--- config.mk ---
export PLATFORM = sky130hd
export DESIGN_NAME = nested_irq_ctrl
export DESIGN_NICKNAME = d
export VERILOG_FILES = /design/src/rtl/nic_pkg.sv /design/src/rtl/nic_pending.sv /design/src/rtl/nic_arbiter.sv /design/src/rtl/nic_inservice.sv /design/src/rtl/nested_irq_ctrl.sv
export SDC_FILE = /design/constraint.sdc
export NUM_CORES = 1
export LEC_CHECK = 0
export BUFFER_PORTS_ARGS = -buffer_cell sky130_fd_sc_hd__buf_4
export CAP_MARGIN = 10
export CORE_MARGIN = 2
export CORE_UTILIZATION = 51
export CTS_BUF_LIST = sky130_fd_sc_hd__clkbuf_8 sky130_fd_sc_hd__clkbuf_16
export DETAILED_ROUTE_END_ITERATION = 16
export PLACE_DENSITY = 0.73
export SLEW_MARGIN = 10
export SYNTH_ARGS = -nofsm -noshare
export SYNTH_HDL_FRONTEND = slang
export SYNTH_HIERARCHICAL = 1
export SYNTH_SLANG_ARGS = --single-unit
--- constraint.sdc ---
create_clock -name clk -period 3.4 [get_ports clk]
set_input_delay 0 -clock clk [delete_from_list [all_inputs] [get_ports clk]]
set_output_delay 0 -clock clk [all_outputs]
set_load 0.02 [all_outputs]
--- src/rtl/nic_pkg.sv ---
package nic_pkg;
  // Service levels, ordered by urgency
  typedef enum logic [1:0] {
    LVL_LOW  = 2'd0,
    LVL_HIGH = 2'd1,
    LVL_TOP  = 2'd2
  } lvl_e;

  localparam int N_LVL = 3;
endpackage

--- src/rtl/nic_pending.sv ---
module nic_pending #(
  parameter int W = 6
) (
  input  logic         clk,
  input  logic         rst_n,
  input  logic [W-1:0] req_i,
  input  logic [W-1:0] clr_i,
  output logic [W-1:0] pend_o
);
  logic [W-1:0] prev_q;

  for (genvar g = 0; g < W; g++) begin : g_src
    logic rise;
    assign rise = req_i[g] & ~prev_q[g];

    always_ff @(posedge clk) begin
      if (!rst_n) begin
        prev_q[g] <= 1'b0;
        pend_o[g] <= 1'b0;
      end else begin
        prev_q[g] <= req_i[g];
        // a fresh edge wins over a grant clearing the older one
        if (rise)          pend_o[g] <= 1'b1;
        else if (clr_i[g]) pend_o[g] <= 1'b0;
      end
    end
  end
endmodule

--- src/rtl/nic_arbiter.sv ---
module nic_arbiter
  import nic_pkg::*;
#(
  parameter int N_MASK = 5,
  parameter int IDX_W  = 3
) (
  input  logic [N_MASK:0]  pend_i,   // bit 0 unmaskable
  input  logic [N_MASK:0]  elig_i,
  input  logic [N_MASK:0]  hi_i,
  input  logic             cur_vld_i,
  input  lvl_e             cur_lvl_i,
  output logic             irq_o,
  output logic [IDX_W-1:0] win_idx_o,
  output lvl_e             win_lvl_o,
  output logic [N_MASK:0]  win_oh_o
);
  logic             hi_hit, lo_hit, win_vld;
  logic [IDX_W-1:0] hi_idx, lo_idx;

  always_comb begin
    hi_hit = 1'b0;
    lo_hit = 1'b0;
    hi_idx = '0;
    lo_idx = '0;
    // descending walk: the last hit is the lowest position
    for (int i = N_MASK; i >= 1; i--) begin
      if (pend_i[i] && elig_i[i]) begin
        if (hi_i[i]) begin
          hi_hit = 1'b1;
          hi_idx = IDX_W'(i);
        end else begin
          lo_hit = 1'b1;
          lo_idx = IDX_W'(i);
        end
      end
    end
  end

  always_comb begin
    win_vld   = 1'b1;
    win_idx_o = '0;
    win_lvl_o = LVL_TOP;
    if (pend_i[0]) begin
      win_idx_o = '0;
      win_lvl_o = LVL_TOP;
    end else if (hi_hit) begin
      win_idx_o = hi_idx;
      win_lvl_o = LVL_HIGH;
    end else if (lo_hit) begin
      win_idx_o = lo_idx;
      win_lvl_o = LVL_LOW;
    end else begin
      win_vld   = 1'b0;
    end
  end

  always_comb begin
    win_oh_o = '0;
    for (int i = 0; i <= N_MASK; i++)
      if (win_vld && win_idx_o == IDX_W'(i)) win_oh_o[i] = 1'b1;
  end

  assign irq_o = win_vld && (!cur_vld_i || (win_lvl_o > cur_lvl_i));
endmodule

--- src/rtl/nic_inservice.sv ---
module nic_inservice
  import nic_pkg::*;
(
  input  logic             clk,
  input  logic             rst_n,
  input  logic             eoi_i,
  input  logic             set_i,
  input  lvl_e             set_lvl_i,
  output logic [N_LVL-1:0] isr_o,
  output logic             cur_vld_o,
  output lvl_e             cur_lvl_o
);
  logic [N_LVL-1:0] top_oh, set_oh;

  always_comb begin
    top_oh    = '0;
    cur_vld_o = 1'b0;
    cur_lvl_o = LVL_LOW;
    for (int i = 0; i < N_LVL; i++) begin
      if (isr_o[i]) begin
        top_oh    = '0;
        top_oh[i] = 1'b1;
        cur_vld_o = 1'b1;
        cur_lvl_o = lvl_e'(i);
      end
    end
  end

  always_comb begin
    set_oh = '0;
    if (set_i) set_oh[set_lvl_i] = 1'b1;
  end

  always_ff @(posedge clk) begin
    if (!rst_n) isr_o <= '0;
    else        isr_o <= (isr_o & ~(eoi_i ? top_oh : '0)) | set_oh;
  end
endmodule

--- src/rtl/nested_irq_ctrl.sv ---
module nested_irq_ctrl
  import nic_pkg::*;
#(
  parameter int N_MASK = 5,
  parameter int IDX_W  = $clog2(N_MASK + 1)
) (
  input  logic              clk,
  input  logic              rst_n,
  input  logic [N_MASK-1:0] req_i,
  input  logic              nmi_i,
  input  logic              cfg_wr_i,
  input  logic              cfg_sel_i,
  input  logic [N_MASK:0]   cfg_data_i,
  input  logic              ack_i,
  input  logic              eoi_i,
  output logic              irq_o,
  output logic              vec_valid_o,
  output logic [IDX_W-1:0]  vec_idx_o
);
  localparam int NSRC = N_MASK + 1;

  logic [N_MASK-1:0] en_q, hi_q;
  logic              gen_q;
  logic [NSRC-1:0]   pend, elig, hi_all, win_oh, clr;
  logic [IDX_W-1:0]  win_idx;
  lvl_e              win_lvl, cur_lvl;
  logic              cur_vld, grant;
  logic [N_LVL-1:0]  isr_q;

  always_ff @(posedge clk) begin
    if (!rst_n) begin
      en_q  <= '0;
      gen_q <= 1'b0;
      hi_q  <= '0;
    end else if (cfg_wr_i) begin
      if (cfg_sel_i) hi_q <= cfg_data_i[N_MASK-1:0];
      else begin
        en_q  <= cfg_data_i[N_MASK-1:0];
        gen_q <= cfg_data_i[N_MASK];
      end
    end
  end

  assign elig   = {en_q & {N_MASK{gen_q}}, 1'b1};
  assign hi_all = {hi_q, 1'b0};
  assign grant  = ack_i & irq_o;
  assign clr    = grant ? win_oh : '0;

  nic_pending #(.W(NSRC)) u_pend (
    .clk    (clk),
    .rst_n  (rst_n),
    .req_i  ({req_i, nmi_i}),
    .clr_i  (clr),
    .pend_o (pend)
  );

  nic_arbiter #(.N_MASK(N_MASK), .IDX_W(IDX_W)) u_arb (
    .pend_i    (pend),
    .elig_i    (elig),
    .hi_i      (hi_all),
    .cur_vld_i (cur_vld),
    .cur_lvl_i (cur_lvl),
    .irq_o     (irq_o),
    .win_idx_o (win_idx),
    .win_lvl_o (win_lvl),
    .win_oh_o  (win_oh)
  );

  nic_inservice u_isr (
    .clk       (clk),
    .rst_n     (rst_n),
    .eoi_i     (eoi_i),
    .set_i     (grant),
    .set_lvl_i (win_lvl),
    .isr_o     (isr_q),
    .cur_vld_o (cur_vld),
    .cur_lvl_o (cur_lvl)
  );

  always_ff @(posedge clk) begin
    if (!rst_n) begin
      vec_valid_o <= 1'b0;
      vec_idx_o   <= '0;
    end else begin
      vec_valid_o <= grant;
      if (grant) vec_idx_o <= win_idx;
    end
  end
endmodule

* Word level (Yosys, flattened, before mapping)
Index checks and enable logic that the tools add are counted.
** Word-level totals
- Latch bits :: 0
- Logic and storage cells :: 148
- Memories kept :: 0
- ROM bits :: 0
- Input port bits :: 18
- RAM bits :: 0
- Bits in registers :: 30
- Output and inout bits :: 5
** Cells by class
- Add/subtract/negate cells :: 0
- Bitwise logic cells :: 18
- Reduce and logical (&&, ||, !) cells :: 24
- $lt $le $gt $ge :: 3
- Shifts and indexed selects :: 0
- Multiply operators :: 0
- Muxes and demuxes :: 80
- Equal/unequal tests :: 5
- Div/mod/pow operators :: 0
** Operator list (count)
- two-way mux 3 bit :: 26
- two-way mux 1 bit :: 47
- logical AND 1 bit :: 13
- nonzero test 2 bit :: 6
- two-way mux 2 bit :: 5
- AND 1 bit :: 7
- NOT 1 bit :: 7
- == test 3 x 2 -> 1 bit (second input constant) :: 2
- == test 3 bit (second input constant) :: 2
- two-way mux 6 bit :: 1
- AND 5 bit :: 1
- AND reduction 2 bit :: 2
- AND 3 bit :: 1
- == test 3 x 1 -> 1 bit (second input constant) :: 1
- zero test 3 bit :: 1
- less-than comparator 2 x 3 -> 1 bit (second input constant) :: 1
- NOT 3 bit :: 1
- OR 3 bit :: 1
- demux 1 bit (select 2 bit) :: 1
- >= comparator 2 x 1 -> 1 bit (second input constant) :: 1
- greater-than comparator 2 bit :: 1
- zero test 1 bit :: 1
- logical OR 1 bit :: 1

* Logic depth before layout (Yosys ltp)
Gate-level depths: netlist of run 1.
- Depth in word-level cells :: 21
- Mapped depth :: 14
- Gate-level depth less buffers :: 13

* Modules after synthesis
The synthesis of run 1 kept the hierarchy.
** By module, submodules not included
- nested_irq_ctrl :: seq. area each 300.3 µm², cells an instance 75, area each 681.9 µm², instances 1
- nic_pending :: seq. area each 240.2 µm², cells an instance 37, area each 409.1 µm², instances 1
- nic_arbiter :: seq. area each 0.0 µm², cells an instance 48, area each 285.3 µm², instances 1
- nic_inservice :: seq. area each 60.1 µm², cells an instance 16, area each 147.6 µm², instances 1

* Worst setup path before layout of run 1
Ideal clock, no wire load.
- Kind :: flip-flop to flip-flop
- Start point :: reg gen_q
- End point :: reg u_isr.isr_o[0]
- Path slack :: 0.734 ns
- Setup time :: 0.059 ns
- Path buffers :: 0
- Cell stages (with the launch flop) :: 14
- Arrival :: 2.607 ns
- Clock period less this slack :: 2.666 ns
- Data required time :: 3.341 ns
- Path through :: dfxtp_1 -> and2_1 -> nand3_1 -> nand2_1 -> a211oi_1 -> nand3_1 -> nand2b_1 -> ha_1 -> nand2_1 -> o21ai_0 -> a2bb2oi_1 -> and2_1 -> nor4bb_1 -> a31o_1
** On the way
- Elaborated cells on any way between the ends :: 41
- Classes of those cells :: order compare: 3; mux: 27; bitwise: 3; reduce/logical: 8
** RTL lines
- start: declaration :: RTL line nested_irq_ctrl.sv:23 : logic gen_q;
- start signal: assignment :: RTL line nested_irq_ctrl.sv:39 : gen_q <= cfg_data_i[N_MASK];
- AND 5 bit * :: RTL line nested_irq_ctrl.sv:44 : assign elig = {en_q & {N_MASK{gen_q}}, 1'b1};
- via elig[3] :: RTL line nested_irq_ctrl.sv:24 : logic [NSRC-1:0] pend, elig, hi_all, win_oh, clr;
- logical AND 1 bit * :: RTL line nic_arbiter.sv:27 : if (pend_i[i] && elig_i[i]) begin
- two-way mux 1 bit :: RTL line nic_arbiter.sv:27
- two-way mux 1 bit :: RTL line nic_arbiter.sv:28 : if (hi_i[i]) begin
- two-way mux 1 bit :: RTL line nic_arbiter.sv:27
- two-way mux 1 bit :: RTL line nic_arbiter.sv:28
- two-way mux 1 bit :: RTL line nic_arbiter.sv:27
- [... 3 more ...]
- via win_lvl[1] :: RTL line nested_irq_ctrl.sv:26 : lvl_e win_lvl, cur_lvl;
- greater-than comparator 2 bit * :: RTL line nic_arbiter.sv:63 : assign irq_o = win_vld && (!cur_vld_i || (win_lvl_o > cur_lvl_i));
- logical OR 1 bit * :: RTL line nic_arbiter.sv:63
- logical AND 1 bit * :: RTL line nic_arbiter.sv:63
- via irq_o :: RTL line nested_irq_ctrl.sv:16 : output logic irq_o,
- AND 1 bit * :: RTL line nested_irq_ctrl.sv:46 : assign grant = ack_i & irq_o;
- via grant :: RTL line nested_irq_ctrl.sv:27 : logic cur_vld, grant;
- two-way mux 3 bit * :: RTL line nic_inservice.sv:31 : if (set_i) set_oh[set_lvl_i] = 1'b1;
- OR 3 bit * :: RTL line nic_inservice.sv:36 : else isr_o <= (isr_o & ~(eoi_i ? top_oh : '0)) | set_oh;
- end signal: assignment :: RTL line nic_inservice.sv:36
- end: declaration :: RTL line nic_inservice.sv:9 : output logic [N_LVL-1:0] isr_o,
Mark *: on every way through the listed nets, which the timed path passes. The rest lies on a longest branch.
A chain may end at the register's enable or synchronous reset.

* Worst setup path after layout of run 1
- Start point :: reg gen_q
- End point :: reg u_isr.isr_o[0]
** On the way
- Elaborated cells on any way between the ends :: 41
- Classes of those cells :: order compare: 3; mux: 27; bitwise: 3; reduce/logical: 8
** RTL lines (RTL line)
- AND 5 bit * :: nested_irq_ctrl.sv:44
- via elig[3] :: nested_irq_ctrl.sv:24
- logical AND 1 bit * :: nic_arbiter.sv:27
- two-way mux 1 bit :: nic_arbiter.sv:27
- two-way mux 1 bit :: nic_arbiter.sv:28
- two-way mux 1 bit :: nic_arbiter.sv:27
- two-way mux 1 bit :: nic_arbiter.sv:28
- two-way mux 1 bit :: nic_arbiter.sv:27
- [... 3 more ...]
- via win_lvl[1] :: nested_irq_ctrl.sv:26
- greater-than comparator 2 bit * :: nic_arbiter.sv:63
- logical OR 1 bit * :: nic_arbiter.sv:63
- logical AND 1 bit * :: nic_arbiter.sv:63
- AND 1 bit * :: nested_irq_ctrl.sv:46
- via grant :: nested_irq_ctrl.sv:27
- two-way mux 3 bit * :: nic_inservice.sv:31
- OR 3 bit * :: nic_inservice.sv:36
Marked as above.

==> flow_summary.yaml, run 1 <==
run_status:
  outcome: "completed"
detailed_routing:
  dr_total_vias: 1266
  drt-total-wl_mm: 3.092
  drcViolationCount: 0
  post_drt_wl_per_cell_um: 12.99
  drt-initial-drc-count: 39
  dr.pass1.iters: 4
  antenna_left: 0
  via_per_inst: 5.319
floorplanning:
  die_area_um2: 3410
  die_y_um: 58.40
  io_pins: 23
  num_rows: 19
  die_w_um: 58.40
  core_area_um2: 2781
  start_util_pct: 54.25
sta:
  clock.fmax_ghz: 0.3466
  min_period_over_period_pct: 84.86
  min_period_ns: 2.885
  fin_skew_ns: 0.005155
  slew_violations: 0
  setup_viol: 0
  relSlewSlack_pct: 73.69
  setup_slack_ns: 0.5146
  final.setup.tns_ns: 0
  finalHoldViolCount: 0
  hold_ws_ns: 0.006140
  worst_pin_slew_ns: 0.3929
  rsz0062_at_grt: "no"
grt:
  grt_pass1_vias: 1209
  groute.usage.overall_pct: 19.95
  antenna_found_initial: 0
  grt_max_degree: 41
  grt_pass1_wl_mm: 4.974
  gr-total-overflow: 0
setup_path:
  cp_max_fo: 12
  r2r-start: "gen_q$_SDFFE_PN0P_"
  reg2reg_to: "u_isr/isr_o[0]$_SDFF_PN0_"
  startpoint_type: "flop"
  crit_type: "reg -> reg"
  arrival_ns: 3.11
  worstSetupStartpoint: "gen_q$_SDFFE_PN0P_"
  reg2reg_depth: 14
  end_kind: "flop"
  reg2reg_slack_ns: 0.51
  worst-endpoint-required_ns: 3.63
cts:
  path_clk_slew_ns: 0.06
  htree_levels: 2
  insertion_delay_ns: 0.28
  cts_buffers: 5
  cts.sink_count: 30
  clock_path_buffers: 2
  ctsResizeCount: 0
  cts_root_buffer: "clkbuf_8"
  postCtsSetupBuffers: 0
  cts_tree: "yes"
min_path:
  holdPathStages: 3
  holdPathEnd: "hi_q[1]$_SDFFE_PN0P_"
  worst_hold_startpoint: "cfg_data_i[1]"
  hp-class: "in -> reg"
cells_and_area:
  layout.nets: 226
  area_delta_synth_final_pct: 23.88
  final_common_cell: "dfxtp_1"
  mostFrequentLayoutCells: "dfxtp_1, nand2_1, buf_4"
  drive_above_1_share_pct: 20.29
  seq_area_um2: 600.6
  multi_input_area_um2: 825.8
  fin_util_pct: 67.21
  antenna_cells: 0
  fill_cells: 233
power_and_ir_drop:
  irDropWorstVdd_uv: 406.2
  p_total_uw: 763.2
  p_per_area_nw_per_um2: 408.3
  p_leak_nw: 0.8281
run:
  maxCapViolations: 0
place:
  dp_hpwl_mm: 2.154
  place_congestion: 0.8825
  portBuffers: 22
  place_ws_ns: 0.5830
synth:
  synth_warnings: 6
  syn_area_per_cell_um2: 8.722
  synthCells: 173
  synthesis.area_um2: 1509
  synth_fp_nets: 193
==> through the flow <==
| stage | cell area (um^2) | instances |
|---|---|---|
| floorplan | 1509 | 173 |
| global placement | 1664 | 219 |
| detailed placement | 1664 | 219 |
| CTS | 1869 | 238 |
| global route | 1869 | 238 |
| finish | 1869 | 238 |
==> state kept, by name, indices dropped and copies added (netlist names) <==
name	cells
en_q	5
gen_q	1
hi_q	5
u_isr/isr_o	3
u_pend/pend_o	6
u_pend/prev_q	6
vec_idx_o	3
vec_valid_o	1
==> layer usage <==
metal | vias to the layer above | share of wire (%) | GRT usage [%]
li1 | 659 | - | -
met1 | 574 | 46 | 20.60
met2 | 28 | 49 | 34.83
met3 | 5 | 3.6 | 7.253
met4 | 0 | 1.8 | 10.96
met5 | - | 0 | 0
==> worst max path at each step <==
| stage | slack, ns | end |
|---|---|---|
| final | 0.51 | u_isr/isr_o[0]$_SDFF_PN0_ |
| after global routing | 0.25 | u_isr/isr_o[0]$_SDFF_PN0_ |
| after CTS | 0.56 | u_isr/isr_o[0]$_SDFF_PN0_ |
| after detailed placement | 0.58 | u_isr/isr_o[0]$_SDFF_PN0_ |
| after global placement | 0.82 | u_isr/isr_o[0]$_SDFF_PN0_ |
| after floorplan | 0.73 | u_isr/isr_o[0]$_SDFF_PN0_ |
==> where the power goes <==
group / switching, mW / total (mW) / internal [mW] / leakage [nW]
Clock: 0.136 / 0.298 / 0.162 / 0.0472
Combinational: 0.0369 / 0.0834 / 0.0465 / 0.534
Sequential: 0.0131 / 0.382 / 0.369 / 0.247
==> worst max-delay path, cell delays in order (launching register included) <==
cell       delay, ns
dfxtp_1         0.34
and2_1          0.16
nand3_1         0.10
nand2_1         0.08
a211oi_1        0.30
nand3_1         0.16
nand2b_1        0.18
ha_1            0.27
nand2_1         0.06
o21ai_0         0.08
a2bb2oi_1       0.16
buf_4           0.18
and2_1          0.25
nor4bb_1        0.37
a31o_1          0.15
==> area by class of cell <==
cell class	instances	area share (%)
multi-input combinational	128	44.18
timing repair buffer	34	15.13
clock inverter	2	0.6693
clock buffer	6	4.418
tap	31	2.075
sequential	30	32.13
inverter	7	1.406
==> repair_timing <==
action / 4_1_cts / 5_1_grt
hold endpoints to repair: 21 / 0
hold buffers: 11 / 0
setup endpoints to repair: 0 / 0
(Power assumes the default switching activity.)
==> run 2, diff against run 1 <==
--- a/config.mk
+++ b/config.mk
@@ -8,10 +8,10 @@
 export BUFFER_PORTS_ARGS = -buffer_cell sky130_fd_sc_hd__buf_4
 export CAP_MARGIN = 10
 export CORE_MARGIN = 2
-export CORE_UTILIZATION = 51
+export CORE_UTILIZATION = 50
 export CTS_BUF_LIST = sky130_fd_sc_hd__clkbuf_8 sky130_fd_sc_hd__clkbuf_16
 export DETAILED_ROUTE_END_ITERATION = 16
-export PLACE_DENSITY = 0.73
+export PLACE_DENSITY = 0.74
 export SLEW_MARGIN = 10
 export SYNTH_ARGS = -nofsm -noshare
 export SYNTH_HDL_FRONTEND = slang
==> constraint.sdc (replaced) <==
create_clock -name clk -period 2.55 [get_ports clk]
set_input_delay 0 -clock clk [delete_from_list [all_inputs] [get_ports clk]]
set_output_delay 0 -clock clk [all_outputs]
set_load 0.02 [all_outputs]
==> run 2 against run 1 <==
Compared with the run above:
- setup slack got worse by 0.41 ns
- combinational power rose by 44%
- flip-flop and latch count did not move
- first-iteration DRC count rose by 10%
- largest cell class unchanged
==> flow_summary.yaml, run 2 (same netlist as run 1, synthesis figures left out) <==
sta:
  finalHoldViolCount: 0
  clock.fmax_ghz: 0.4082
  slew_violations: 0
  worst_pin_slew_ns: 0.4262
  fin_skew_ns: 0.002458
  min_period_ns: 2.450
  final.setup.tns_ns: 0
  setup_slack_ns: 0.1002
  setup_viol: 0
  min_period_over_period_pct: 96.07
  relSlewSlack_pct: 71.46
grt:
  grt_pass1_vias: 1252
  antenna_found_initial: 0
  grt_pass1_wl_mm: 5.340
  grt_max_degree: 41
  gr-total-overflow: 0
  groute.usage.overall_pct: 20.71
cts:
  cts_tree: "yes"
  path_clk_slew_ns: 0.06
  cts_root_buffer: "clkbuf_8"
  clock_path_buffers: 2
  cts_buffers: 5
  insertion_delay_ns: 0.28
  cts.sink_count: 30
  htree_levels: 2
power_and_ir_drop:
  combPwrFrac_pct: 11.0
  switchingPower_uw: 251.6
  seq_power_share_pct: 46.4
  p_per_area_nw_per_um2: 553.2
  p_total_mw: 1.098
  sw_frac_of_total_pct: 22.92
  irDropWorstVdd_uv: 428.0
  p_clk_share_pct: 42.7
  internal_power_uw: 846.2
  p_leak_nw: 0.8804
floorplanning:
  start_util_pct: 53.79
  die_area_um2: 3473
  die_y_um: 58.94
  die_w_um: 58.94
  io_pins: 23
  num_rows: 19
  core_area_um2: 2805
detailed_routing:
  drt-initial-drc-count: 43
  drt-total-wl_mm: 3.298
  antenna_left: 0
  drcViolationCount: 0
  dr.pass1.iters: 4
  post_drt_wl_per_cell_um: 13.46
  dr_total_vias: 1326
  via_per_inst: 5.412
run_status:
  outcome: "completed"
place:
  place_ws_ns: -0.06787
  dp_cells: 221
  portBuffers: 22
  dp_hpwl_mm: 2.188
  place_congestion: 0.9306
cells_and_area:
  final_common_cell: "dfxtp_1"
  antenna_cells: 0
  largestRegisters: "u_pend/pend_o (6), u_pend/prev_q (6)"
  area_delta_synth_final_pct: 31.51
  fin_util_pct: 70.74
  final_cells: 245
  drive_above_1_share_pct: 26.17
  layout.nets: 233
  mostFrequentLayoutCells: "dfxtp_1, buf_4, nand2_1"
min_path:
  hp-class: "in -> reg"
setup_path:
  slowest_stage: "dfxtp_4"
  arrival_ns: 2.66
  end_kind: "flop"
  worstPathCellList: "and2_1 > nand3_1 > nand2_1 > a211oi_2 > nand3_1 > nand2b_1 > ha_1 > nor2b_1 > o21ai_1 > a2bb2oi_2 > buf_6 > and3_1 > nand2b_1 > a21boi_1"
  startpoint_type: "flop"
  worst-endpoint-required_ns: 2.76
  cp_max_fo: 11
  slowest_delay_ns: 0.36
  crit_type: "reg -> reg"
run:
  maxCapViolations: 0
==> run 2: cell types whose count changed in the layout (fill, tap and decap cells not counted), sizes merged <==
cell	before	now
clkinvlp	1	0
bufinv	0	1
clkbuf	6	5
buf	23	29
dlygate4sd3	11	12
clkinv	2	3
==> run 2: power by group through the flow <==
stage	Clock (mW)	Sequential [mW]	Combinational (mW)
after floorplan	0	0.515	0.0670
after global placement	0	0.519	0.0962
after detailed placement	0	0.519	0.100
after CTS	0.475	0.509	0.116
after global routing	0.494	0.512	0.132
final	0.468	0.509	0.120
==> run 2: path summary, 6_finish.rpt <==
path                             start                            end  slack, ns  cells past startpoint
min reg2reg  vec_idx_o[1]$_SDFFE_PN0P_      vec_idx_o[1]$_SDFFE_PN0P_       0.46                      2
min                              ack_i         vec_valid_o$_SDFF_PN0_       0.05                      2
max reg2reg         gen_q$_SDFFE_PN0P_  u_pend/pend_o[1]$_SDFFE_PN0P_       0.10                     14
max                 gen_q$_SDFFE_PN0P_  u_pend/pend_o[1]$_SDFFE_PN0P_       0.10                     14
==> run 2: repair_timing <==
action / 4_1_cts / 5_1_grt
pin swaps: 0 / 6
gates resized for setup: 3 / 10
hold endpoints to repair: 19 / 0
setup buffers: 0 / 4
hold buffers: 12 / 0
endpoints found under the setup margin: 9 / 10
==> run 2: area by class of cell <==
cell class,instances,area [um^2]
sequential,30,604.3
fill,214,820.8
clock buffer,5,68.82
inverter,7,26.28
multi-input combinational,128,864.6
clock inverter,3,40.04
timing repair buffer,41,341.6
tap,31,38.79
==> run 2: through the flow <==
stage               area (um^2)  hold WS [ns]
finish                     1984       0.05042
global route               1984       0.06572
CTS                        1926       0.04212
detailed placement         1685        0.2183
global placement           1685        0.2134
floorplan                  1515        0.1217
==> run 2: worst max-delay path: cells and delay by family (launching register included) <==
family / cells / cell delay [ns]
AND/OR/NAND/NOR: 8 / 1.02
flip-flops: 1 / 0.36
AO/OA/AOI/OAI: 4 / 0.61
adder cells (fa/ha/maj): 1 / 0.25
buffers and inverters: 1 / 0.14
==> run 2: routing by layer <==
metal	share of wire, %	vias up	routed length (um)	GRT usage [%]
li1	-	669	-	-
met1	43	621	1402	23.91
met2	52	28	1707	35.24
met3	3.6	8	120	5.275
met4	2.0	0	67	10.39
met5	0	-	0	0
